==> config.mk <==
export PLATFORM = sky130hd
export DESIGN_NAME = usb_out_ep_rx
export DESIGN_NICKNAME = d
export VERILOG_FILES = /design/src/rtl/usbrx_pkg.sv /design/src/rtl/usbrx_packer.sv /design/src/rtl/usbrx_fifo.sv /design/src/rtl/usbrx_drain.sv /design/src/rtl/usbrx_ctrl.sv /design/src/rtl/usb_out_ep_rx.sv
export SDC_FILE = /design/constraint.sdc
export NUM_CORES = 1
export LEC_CHECK = 0
export BUFFER_PORTS_ARGS = -buffer_cell sky130_fd_sc_hd__buf_2
export CAP_MARGIN = 25
export CORE_ASPECT_RATIO = 0.7
export CORE_MARGIN = 3
export CORE_UTILIZATION = 60
export CTS_BUF_LIST = sky130_fd_sc_hd__clkbuf_2
export CTS_CLUSTER_SIZE = 10
export DETAILED_ROUTE_END_ITERATION = 12
export PLACE_DENSITY_LB_ADDON = 0.25
export SYNTH_ARGS = -nofsm -noshare
export SYNTH_HDL_FRONTEND = slang
export SYNTH_HIERARCHICAL = 1
export SYNTH_SLANG_ARGS = --single-unit
==> constraint.sdc <==
create_clock -name clk -period 5 [get_ports clk]
set_clock_uncertainty 0.2 [all_clocks]
set_input_delay 0.25 -clock clk [delete_from_list [all_inputs] [get_ports clk]]
set_output_delay 0.25 -clock clk [all_outputs]
set_load 0.005 [all_outputs]
==> src/rtl/usbrx_pkg.sv <==
`timescale 1ns/1ps
package usbrx_pkg;
  // receive phase between an OUT token and the end of its data packet
  typedef enum logic [1:0] {
    MODE_IDLE   = 2'd0,
    MODE_TAKE   = 2'd1,
    MODE_REFUSE = 2'd2
  } rx_mode_e;
endpackage

==> src/rtl/usbrx_packer.sv <==
`timescale 1ns/1ps
module usbrx_packer #(
  parameter int MPS_W = 11
) (
  input  logic             clk,
  input  logic             rst_n,
  input  logic             take,
  input  logic             rx_valid,
  input  logic [7:0]       rx_byte,
  input  logic             rx_eop,
  input  logic [MPS_W-1:0] cfg_mps,
  output logic             wr_en,
  output logic [31:0]      wr_data,
  output logic [MPS_W:0]   pkt_len,
  output logic             babble
);
  localparam int LEN_W = MPS_W + 1;

  logic [1:0]       lane_q, lane_d;
  logic [23:0]      hold_q, hold_d;
  logic [LEN_W-1:0] len_q, len_d;
  logic [LEN_W-1:0] mps_ext;
  logic             byte_ok, flush;

  assign mps_ext = LEN_W'(cfg_mps);
  assign byte_ok = take && rx_valid && (len_q < mps_ext);
  assign flush   = take && rx_eop && (lane_q != 2'd0);
  assign wr_en   = (byte_ok && (lane_q == 2'd3)) || flush;
  assign wr_data = byte_ok ? {rx_byte, hold_q} : {8'h00, hold_q};
  assign pkt_len = len_q;
  assign babble  = len_q > mps_ext;

  always_comb begin
    lane_d = lane_q;
    hold_d = hold_q;
    len_d  = len_q;
    if (rx_eop) begin
      lane_d = 2'd0;
      hold_d = '0;
      len_d  = '0;
    end else begin
      if (byte_ok) begin
        lane_d = lane_q + 2'd1;
        case (lane_q)
          2'd0:    hold_d[7:0]   = rx_byte;
          2'd1:    hold_d[15:8]  = rx_byte;
          2'd2:    hold_d[23:16] = rx_byte;
          default: hold_d        = '0;
        endcase
      end
      if (take && rx_valid && (len_q <= mps_ext)) begin
        len_d = len_q + 1'b1;
      end
    end
  end

  always_ff @(posedge clk or negedge rst_n) begin
    if (!rst_n) begin
      lane_q <= '0;
      hold_q <= '0;
      len_q  <= '0;
    end else begin
      lane_q <= lane_d;
      hold_q <= hold_d;
      len_q  <= len_d;
    end
  end
endmodule

==> src/rtl/usbrx_fifo.sv <==
`timescale 1ns/1ps
module usbrx_fifo #(
  parameter int DEPTH = 16
) (
  input  logic                     clk,
  input  logic                     rst_n,
  input  logic                     wr_en,
  input  logic [31:0]              wr_data,
  input  logic                     commit,
  input  logic                     rewind,
  input  logic                     rd_en,
  output logic                     rd_valid,
  output logic [31:0]              rd_data,
  output logic [$clog2(DEPTH):0]   free_words
);
  localparam int AW = $clog2(DEPTH);
  localparam int PW = AW + 1;

  logic [31:0]   store_q [DEPTH];
  logic [PW-1:0] tent_q, tent_d, done_q, done_d, rd_q, rd_d;
  logic [PW-1:0] tent_inc;

  assign tent_inc   = wr_en ? tent_q + 1'b1 : tent_q;
  assign rd_valid   = rd_q != done_q;
  assign rd_data    = store_q[rd_q[AW-1:0]];
  assign free_words = PW'(DEPTH) - (done_q - rd_q);

  always_comb begin
    tent_d = rewind ? done_q : tent_inc;
    done_d = commit ? tent_inc : done_q;
    rd_d   = (rd_en && rd_valid) ? rd_q + 1'b1 : rd_q;
  end

  always_ff @(posedge clk) begin
    if (wr_en) begin
      store_q[tent_q[AW-1:0]] <= wr_data;
    end
  end

  always_ff @(posedge clk or negedge rst_n) begin
    if (!rst_n) begin
      tent_q <= '0;
      done_q <= '0;
      rd_q   <= '0;
    end else begin
      tent_q <= tent_d;
      done_q <= done_d;
      rd_q   <= rd_d;
    end
  end
endmodule

==> src/rtl/usbrx_drain.sv <==
`timescale 1ns/1ps
module usbrx_drain #(
  parameter int ADDR_W = 32
) (
  input  logic              clk,
  input  logic              rst_n,
  input  logic              load,
  input  logic [ADDR_W-1:0] load_addr,
  input  logic              rd_valid,
  input  logic              mem_ready,
  output logic              rd_en,
  output logic              mem_we,
  output logic [ADDR_W-1:0] mem_addr
);
  logic [ADDR_W-1:0] addr_q, addr_d;

  assign mem_we   = rd_valid;
  assign rd_en    = rd_valid && mem_ready;
  assign mem_addr = addr_q;

  always_comb begin
    addr_d = addr_q;
    if (load)       addr_d = load_addr;
    else if (rd_en) addr_d = addr_q + ADDR_W'(4);
  end

  always_ff @(posedge clk or negedge rst_n) begin
    if (!rst_n) addr_q <= '0;
    else        addr_q <= addr_d;
  end
endmodule

==> src/rtl/usbrx_ctrl.sv <==
`timescale 1ns/1ps
module usbrx_ctrl
  import usbrx_pkg::*;
#(
  parameter int MPS_W  = 11,
  parameter int SIZE_W = 19,
  parameter int CNT_W  = 10,
  parameter int FW     = 5
) (
  input  logic              clk,
  input  logic              rst_n,
  input  logic              arm,
  input  logic [SIZE_W-1:0] arm_size,
  input  logic [CNT_W-1:0]  arm_count,
  input  logic [MPS_W-1:0]  cfg_mps,
  input  logic              tok_out,
  input  logic              pkt_start,
  input  logic              pkt_pid,
  input  logic              rx_eop,
  input  logic              rx_crc_ok,
  input  logic [MPS_W:0]    pkt_len,
  input  logic              babble,
  input  logic [FW-1:0]     free_words,
  output logic              take,
  output logic              commit,
  output logic              rewind,
  output logic              hs_valid,
  output logic              hs_ack,
  output logic              ep_enabled,
  output logic              ep_nak,
  output logic [SIZE_W-1:0] xfer_size,
  output logic [CNT_W-1:0]  pkt_count,
  output logic              xfer_done
);
  localparam int LEN_W = MPS_W + 1;

  rx_mode_e          mode_q, mode_d;
  logic              en_q, en_d, nak_q, nak_d;
  logic              pid_q, pid_d, exp_q, exp_d;
  logic [SIZE_W-1:0] size_q, size_d;
  logic [CNT_W-1:0]  cnt_q, cnt_d;
  logic              hsv_q, hsv_d, hsa_q, hsa_d, done_q, done_d;

  logic [LEN_W-1:0]  mps_words, mps_round, stored;
  logic              room_ok, admit, eop_take, eop_refuse;
  logic              good, fresh, short_pkt, finish;

  assign mps_words  = (LEN_W'(cfg_mps) + LEN_W'(3)) >> 2;
  assign mps_round  = mps_words << 2;
  assign room_ok    = 32'(free_words) >= 32'(mps_words);
  assign admit      = en_q && !nak_q && room_ok;
  assign eop_take   = (mode_q == MODE_TAKE) && rx_eop;
  assign eop_refuse = (mode_q == MODE_REFUSE) && rx_eop;
  assign good       = rx_crc_ok && !babble;
  assign fresh      = pid_q == exp_q;
  assign commit     = eop_take && good && fresh;
  assign rewind     = eop_take && !(good && fresh);
  assign short_pkt  = pkt_len < LEN_W'(cfg_mps);
  assign stored     = short_pkt ? pkt_len : mps_round;
  assign finish     = commit && ((cnt_q == CNT_W'(1)) || short_pkt);
  assign take       = mode_q == MODE_TAKE;

  always_comb begin
    mode_d = mode_q;
    if (tok_out)     mode_d = admit ? MODE_TAKE : MODE_REFUSE;
    else if (rx_eop) mode_d = MODE_IDLE;

    pid_d  = pkt_start ? pkt_pid : pid_q;
    exp_d  = commit ? !exp_q : exp_q;

    en_d   = en_q;
    nak_d  = nak_q;
    size_d = size_q;
    cnt_d  = cnt_q;
    if (arm) begin
      en_d   = 1'b1;
      nak_d  = 1'b0;
      size_d = arm_size;
      cnt_d  = arm_count;
    end else if (commit) begin
      size_d = size_q - SIZE_W'(stored);
      cnt_d  = cnt_q - 1'b1;
      if (finish) begin
        en_d  = 1'b0;
        nak_d = 1'b1;
      end
    end

    hsv_d  = (eop_take && good) || (eop_refuse && rx_crc_ok);
    hsa_d  = eop_take;
    done_d = finish && !arm;
  end

  always_ff @(posedge clk or negedge rst_n) begin
    if (!rst_n) begin
      mode_q <= MODE_IDLE;
      en_q   <= 1'b0;
      nak_q  <= 1'b1;
      pid_q  <= 1'b0;
      exp_q  <= 1'b0;
      size_q <= '0;
      cnt_q  <= '0;
      hsv_q  <= 1'b0;
      hsa_q  <= 1'b0;
      done_q <= 1'b0;
    end else begin
      mode_q <= mode_d;
      en_q   <= en_d;
      nak_q  <= nak_d;
      pid_q  <= pid_d;
      exp_q  <= exp_d;
      size_q <= size_d;
      cnt_q  <= cnt_d;
      hsv_q  <= hsv_d;
      hsa_q  <= hsa_d;
      done_q <= done_d;
    end
  end

  assign hs_valid   = hsv_q;
  assign hs_ack     = hsa_q;
  assign ep_enabled = en_q;
  assign ep_nak     = nak_q;
  assign xfer_size  = size_q;
  assign pkt_count  = cnt_q;
  assign xfer_done  = done_q;
endmodule

==> src/rtl/usb_out_ep_rx.sv <==
`timescale 1ns/1ps
module usb_out_ep_rx #(
  parameter int MPS_W      = 11,
  parameter int SIZE_W     = 19,
  parameter int CNT_W      = 10,
  parameter int ADDR_W     = 32,
  parameter int FIFO_DEPTH = 16
) (
  input  logic              clk,
  input  logic              rst_n,
  input  logic [MPS_W-1:0]  cfg_mps,
  input  logic              arm,
  input  logic [SIZE_W-1:0] arm_size,
  input  logic [CNT_W-1:0]  arm_count,
  input  logic [ADDR_W-1:0] arm_base,
  input  logic              tok_out,
  input  logic              pkt_start,
  input  logic              pkt_pid,
  input  logic              rx_valid,
  input  logic [7:0]        rx_byte,
  input  logic              rx_eop,
  input  logic              rx_crc_ok,
  output logic              hs_valid,
  output logic              hs_ack,
  output logic              ep_enabled,
  output logic              ep_nak,
  output logic [SIZE_W-1:0] xfer_size,
  output logic [CNT_W-1:0]  pkt_count,
  output logic              xfer_done,
  input  logic              mem_ready,
  output logic              mem_we,
  output logic [ADDR_W-1:0] mem_addr,
  output logic [31:0]       mem_wdata
);
  localparam int FW = $clog2(FIFO_DEPTH) + 1;

  logic [1:0]       rst_sync_q;
  logic             rst_int_n;
  logic             take, commit, rewind;
  logic             wr_en, babble, rd_en, rd_valid;
  logic [31:0]      wr_data;
  logic [MPS_W:0]   pkt_len;
  logic [FW-1:0]    free_words;

  // asynchronous assert, synchronous release
  always_ff @(posedge clk or negedge rst_n) begin
    if (!rst_n) rst_sync_q <= 2'b00;
    else        rst_sync_q <= {rst_sync_q[0], 1'b1};
  end
  assign rst_int_n = rst_sync_q[1];

  usbrx_packer #(.MPS_W(MPS_W)) u_packer (
    .clk(clk), .rst_n(rst_int_n), .take(take), .rx_valid(rx_valid),
    .rx_byte(rx_byte), .rx_eop(rx_eop), .cfg_mps(cfg_mps),
    .wr_en(wr_en), .wr_data(wr_data), .pkt_len(pkt_len), .babble(babble)
  );

  usbrx_fifo #(.DEPTH(FIFO_DEPTH)) u_fifo (
    .clk(clk), .rst_n(rst_int_n), .wr_en(wr_en), .wr_data(wr_data),
    .commit(commit), .rewind(rewind), .rd_en(rd_en), .rd_valid(rd_valid),
    .rd_data(mem_wdata), .free_words(free_words)
  );

  usbrx_drain #(.ADDR_W(ADDR_W)) u_drain (
    .clk(clk), .rst_n(rst_int_n), .load(arm), .load_addr(arm_base),
    .rd_valid(rd_valid), .mem_ready(mem_ready), .rd_en(rd_en),
    .mem_we(mem_we), .mem_addr(mem_addr)
  );

  usbrx_ctrl #(.MPS_W(MPS_W), .SIZE_W(SIZE_W), .CNT_W(CNT_W), .FW(FW)) u_ctrl (
    .clk(clk), .rst_n(rst_int_n), .arm(arm), .arm_size(arm_size),
    .arm_count(arm_count), .cfg_mps(cfg_mps), .tok_out(tok_out),
    .pkt_start(pkt_start), .pkt_pid(pkt_pid), .rx_eop(rx_eop),
    .rx_crc_ok(rx_crc_ok), .pkt_len(pkt_len), .babble(babble),
    .free_words(free_words), .take(take), .commit(commit), .rewind(rewind),
    .hs_valid(hs_valid), .hs_ack(hs_ack), .ep_enabled(ep_enabled),
    .ep_nak(ep_nak), .xfer_size(xfer_size), .pkt_count(pkt_count),
    .xfer_done(xfer_done)
  );
endmodule

After elaboration in Yosys (flattened, before gate mapping)

Memory sizes are Yosys's and may differ from the RTL's.
Index checks and enable logic that the tools add are counted.

Logic and storage cells: 118
RAM bits: 512
Memories: 1
Input bits: 90
Output and inout bits: 99
Bits in registers: 125

Reductions and logical operators: 42
Equality and inequality tests: 11
Magnitude comparators: 4
Muxes and demuxes: 30
Add/sub/neg operators: 10

Memories:

| name           | depth | bits a word | rd ports | clocked after memory_dff | write ports | RTL line         | text |
|---|---|---|---|---|---|---|---|
| u_fifo.store_q | 16    | 32          | 1        | 0                        | 1           | usbrx_fifo.sv:19 | `logic [31:0] store_q [DEPTH];` |

Operator list:

| operator                                             | count |
|---|---|
| two-way mux 32 bit                                   | 3 |
| two-way mux 24 bit                                   | 2 |
| one-hot mux 8 bit (2 select lines)                   | 3 |
| two-way mux 19 bit                                   | 2 |
| two-way mux 12 bit                                   | 3 |
| adder 32 x 3 -> 32 bit, second input constant        | 1 |
| two-way mux 10 bit                                   | 2 |
| logical AND 1 bit                                    | 19 |
| subtractor 19 x 12 -> 19 bit                         | 1 |
| nonzero test 2 bit                                   | 7 |
| adder 11 x 2 -> 12 bit, second input constant        | 1 |
| adder 12 x 1 -> 12 bit, second input constant        | 1 |
| > comparator 12 x 11 -> 1 bit                        | 1 |
| <= comparator 12 x 11 -> 1 bit                       | 1 |
| less-than comparator 12 x 11 -> 1 bit                | 1 |
| adder 5 x 1 -> 5 bit, second input constant          | 2 |
| equality test 10 x 1 -> 1 bit, second input constant | 1 |
| greater-or-equal comparator 5 x 10 -> 1 bit          | 1 |
| two-way mux 2 bit                                    | 5 |
| two-way mux 5 bit                                    | 2 |
| subtractor 10 x 1 -> 10 bit, second input constant   | 1 |
| two-way mux 1 bit                                    | 8 |
| AND reduction 2 bit                                  | 4 |
| equality test 2 bit, second input constant           | 3 |
| other kinds (11)                                     | 22 |

Longest topological paths before layout

Depth after elaboration: 9
Mapped depth: 18
Depth with buffers taken out: 17

By module

The synthesis kept the hierarchy.

By module, submodules not included:

| module        | area an instance (µm²) | instances | seq. area each (µm²) | cells each |
|---|---|---|---|---|
| usbrx_fifo    | 20646.1                | 1         | 15750.1              | 1028 |
| usbrx_ctrl    | 3108.0                 | 1         | 952.2                | 367 |
| usbrx_packer  | 2372.3                 | 1         | 950.9                | 261 |
| usbrx_drain   | 1913.1                 | 1         | 800.8                | 217 |
| usb_out_ep_rx | 53.8                   | 1         | 50.0                 | 3 |

Worst setup path before layout

OpenSTA, ideal clock, no wires.

Kind: register to register
From: register u_packer.len_q[10], in the netlist u_packer/pkt_len[10]
To: memory u_fifo.store_q[8][0], enable pin
Period minus slack after synthesis: 5.344 ns
Setup time: 0.468 ns
Stages on the path, launching flop included: 12
Slack: -0.344 ns
Path buffers: 3
Data required time: 4.332 ns
Arrival: 4.676 ns
Cell sequence: dfrtp_1 ha_1 a211oi_2 nand2_2 nor3_2 a21o_1 buf_6 buf_2 a32o_1 clkbuf_1 nand2_1 nor3b_1

Cells in the longest elaborated chain, start to end: 6

Ends and longest elaborated chain:

| item                                    | RTL line            | text |
|---|---|---|
| start: declaration                      | usbrx_packer.sv:21  | `logic [LEN_W-1:0] len_q, len_d;` |
| start signal: assignment                | usbrx_packer.sv:65  | `len_q <= len_d;` |
| less-than comparator 12 x 11 -> 1 bit   | usbrx_packer.sv:26  | `assign byte_ok = take && rx_valid && (len_q < mps_ext);` |
| logical AND 1 bit                       | usbrx_packer.sv:26  |  |
| logical AND 1 bit                       | usbrx_packer.sv:28  | `assign wr_en = (byte_ok && (lane_q == 2'd3)) \|\| flush;` |
| logical OR 1 bit                        | usbrx_packer.sv:28  |  |
| via wr_en                               | usb_out_ep_rx.sv:40 | `logic wr_en, babble, rd_en, rd_valid;` |
| two-way mux 1 bit                       | usbrx_fifo.sv:35    | `if (wr_en) begin` |
| two-way mux 1 bit (not written as such) | usbrx_fifo.sv:36    | `store_q[tent_q[AW-1:0]] <= wr_data;` |
| end: declaration                        | usbrx_fifo.sv:19    |  |

The timed path passes the listed nets, and every way through them passes these cells.

Worst setup path in the final report

From: register u_packer.len_q[7], in the netlist u_packer/pkt_len[7]
To: register u_ctrl.size_q[18], in the netlist u_ctrl/xfer_size[18]

Cells in the longest elaborated chain, start to end: 6
Elaborated cells on any way between the ends: 11
Those cells by class: add/sub: 1; order compare: 2; mux: 3; reduce/logical: 5

Ends and longest elaborated chain:

| item                                                                                 | RTL line          | text |
|---|---|---|
| parallel branches: the longest is 6 deep, another holds subtractor 19 x 12 -> 19 bit | --                |  |
| end signal: assignment                                                               | usbrx_ctrl.sv:112 | `size_q <= size_d;` |
| end: declaration                                                                     | usbrx_ctrl.sv:40  | `logic [SIZE_W-1:0] size_q, size_d;` |

Several ways; the timed one is not identified. The select of a mux whose other input is x is not followed.
A chain may end at the register's enable or synchronous reset.

==> flow_summary.json <==
{
  "synth.avg_cell_area_sq_um": 15.0,
  "area_growth_pct": 20.2,
  "antenna_found_initial": 4,
  "start_util_pct": 61.6,
  "seqPwrFrac_pct": 46.5,
  "required_ps": 5900,
  "ctsHtreeMaxLevel": 4,
  "grt_pass1_wl_microns": 117000,
  "placedInstanceArea_sq_um": 29600,
  "cts_sinks": 637,
  "run_status": "completed",
  "wirelength_microns": 76600,
  "drt_first_pass_iters": 5,
  "grt_usage_pct": 30.9,
  "p_per_area_nw_per_um2": 378,
  "rows": 65,
  "drive_gt1_share_pct": 26.5,
  "cts_setup_buffers": 0,
  "irDropWorstVdd_mv": 0.295,
  "finalHoldViolCount": 0,
  "dieArea_sq_um": 49500,
  "synth.largest_area_cell": "edfxtp_1",
  "coreArea_sq_um": 45600,
  "clk_path_buf_depth": 3,
  "syn_nets": 2026,
  "clk_pin_slew_ps": 150,
  "fp.dieW_microns": 265,
  "arrival_ps": 5720,
  "post-route-util_pct": 74.0,
  "nets": 2572,
  "synth.distinct_cells": 80,
  "finalCriticalPeriod_ps": 4820,
  "p_int_mw": 8.54,
  "worstPathMaxFanout": 6,
  "port_buffers": 188,
  "swShare_pct": 33.1,
  "grt_pass1_vias": 20140,
  "numCtsBuffers": 146,
  "yosys_most_used_dff": "edfxtp_1",
  "synth_cells": 1876,
  "max_cap_viol_count": 0,
  "setup_violations": 0,
  "synth.area.top_cells": "edfxtp_1, dfrtp_1, mux4_2",
  "netlist.area_leader.share_pct": 54.7,
  "die_h_microns": 187,
  "worst_setup_path_start_kind": "flip-flop",
  "drt-initial-drc-count": 2291,
  "yosysMostFrequentCell": "edfxtp_1",
  "clock.fmax_mhz": 207,
  "fillers": 2826,
  "ios": 189,
  "switchingPower_mw": 4.23,
  "worstHoldPathType": "flip-flop to asynchronous set/reset pin",
  "synthArstFlopShare_pct": 19.6,
  "combPwrFrac_pct": 27.1,
  "cts_tree": "yes",
  "synth-edff-count": 512,
  "grt_overflow_total": 0,
  "clk_latency_ps": 1200,
  "synth-seq-cells": 637,
  "drtAntennaViolNets": 0,
  "final_cell_area_sq_um": 33800,
  "synth_area_sq_um": 28100,
  "cts-root-buf": "clkbuf_2",
  "crit_type": "flip-flop to flip-flop",
  "viasPerCell": 6.29,
  "power_frac_clock_pct": 26.5,
  "dp_hpwl_microns": 40400,
  "gp_congestion": 0.872,
  "finalCritPeriodShare_pct": 96.5,
  "yosys_warnings": 6,
  "rsz0062_at_grt": "true",
  "slew_headroom_pct": 24.4,
  "drc": 0,
  "grt_max_degree": 106,
  "routedWlPerCell_microns": 24.4,
  "worst_pin_slew_ps": 1130,
  "via_count": 19770,
  "synth_common_cells": "edfxtp_1, dfrtp_1, nor2_1",
  "power_leakage_nw": 12.9,
  "end_kind": "flip-flop",
  "ys_seq_area_share_pct": 65.9,
  "maxSlewViolCount": 0
}
==> path summary, 6_finish.rpt <==
kind | startpoint | to | slack, ps | cells past startpoint
min in group clk | rx_byte[2] | u_fifo/store_q[5][26] | 140 | 3
max in group asynchronous | rst_sync_q[1] | u_packer/pkt_len[11] | 3350 | 1
setup / recovery | u_packer/pkt_len[7] | u_ctrl/xfer_size[18] | 180 | 17
hold / removal | rst_sync_q[1] | u_drain/mem_addr[20] | 60 | 0
hold reg to reg | rst_sync_q[1] | u_drain/mem_addr[20] | 60 | 0
setup reg to reg | u_packer/pkt_len[7] | u_ctrl/xfer_size[18] | 180 | 17
==> cells by family (layout without fill, tap and decap cells) <==
group	count (synthesis)	count (layout)	share of synthesized area [%]
adders and majority gates	60	60	2.73
AOI/OAI and AO/OA	328	328	7.99
buffers and inverters	168	831	2.95
DFF	637	637	65.9
muxes	228	228	11.4
and+or+nand+nor	404	404	7.52
other	1	4	0.0133
xor gates and xnor gates	50	50	1.56
==> flip-flops by register name, summed over array words and instances (netlist names), 2 cells and up <==
name / count
u_packer/pkt_len: 12
u_packer/lane_q: 2
u_packer/hold_q: 24
u_fifo/store_q: 512
u_drain/mem_addr: 32
rst_sync_q: 2
u_ctrl/xfer_size: 19
u_fifo/rd_q: 5
u_fifo/done_q: 5
u_ctrl/mode_q: 2
u_ctrl/pkt_count: 10
u_fifo/tent_q: 5
==> what timing repair did <==
item,CTS,global route
hold buffers,277,0
endpoints found under the hold margin,253,0
endpoints found under the setup margin,0,2
gates resized for setup,0,3
==> final cells by class <==
class / instances / area [sq um] / share of cell area, %
Timing Repair Buffer: 505 / 4100 / 12.1
Antenna cell: 3 / 7.51 / 0.0222
Sequential cell: 637 / 18500 / 54.8
Multi-Input combinational cell: 1071 / 8810 / 26.1
Clock inverter: 37 / 216 / 0.641
Clock buffer: 228 / 1140 / 3.38
Tap cell: 603 / 754 / 2.23
Inverter: 61 / 229 / 0.678
==> power by group through the flow <==
| stage | clock (mW) | sequential, mW | combinational (mW) |
|---|---|---|---|
| 3_3_place_gp | 0 | 6.04 | 3.15 |
| 3_5_place_dp | 0 | 6.04 | 3.20 |
| 5_1_grt | 3.72 | 5.95 | 3.69 |
| 2_1_floorplan | 0 | 5.96 | 2.27 |
| 4_1_cts | 3.42 | 5.92 | 3.41 |
| 6_report | 3.38 | 5.93 | 3.46 |
==> critical path, stage by stage (launching register included) <==
cell	delay (ps)
dfrtp_1	480
ha_1	330
a21oi_1	170
o22ai_1	90
o21a_1	170
o21ai_0	270
nand3_1	150
nor2_1	120
ha_1	180
inv_1	60
fa_1	390
a21o_1	220
a211oi_1	400
o21ai_1	210
a2111oi_1	540
xnor2_1	180
o21ai_1	70
dlygate4sd3_1	590
==> layer usage <==
metal  routed length, microns  vias to the layer above  part of all wire [%]  track usage [%]
li1                         -                     8504                     -                -
met1                    30400                     9847                    40             42.2
met2                    36500                     1192                    48             48.5
met3                     7130                      225                   9.3             7.61
met4                     2510                        2                   3.3             12.1
met5                       12                        -                 0.016                0
==> per-stage QoR <==
stage | TNS (ps) | setup WS [ps] | power [mW] | instances | hold WS (ps)
6_report | 0 | 177 | 12.8 | 3145 | 61.1
5_1_grt | -103 | -58.2 | 13.4 | 3144 | 20.0
4_1_cts | 0 | 282 | 12.8 | 3141 | 16.6
3_5_place_dp | 0 | 829 | 9.24 | 2599 | -160
3_3_place_gp | 0 | 879 | 9.18 | 2598 | -166
2_1_floorplan | -25650 | -344 | 8.24 | 1876 | -246
==> placed cells by master (no fill, tap or decap), types with 12 or more instances in the layout <==
cell and instances:
inv_1 59, mux2i_1 72, nor4_1 12, buf_2 188, dlygate4sd3_1 277, clkbuf_2 229, mux2_2 92, nor3_1 12
a21o_1 13, o221ai_1 32, nor2_1 118, ha_1 58, clkinv_1 23, nor2b_1 16, edfxtp_1 512, dfrtp_1 119
nand4_1 42, nand2_1 76, nand3_1 27, mux4_2 64, a21oi_1 65, o22ai_1 33, o21ai_0 70, a221o_1 33
xnor2_1 39, a31oi_1 15, buf_4 32
Note: power is estimated with default switching activity, not from simulation.
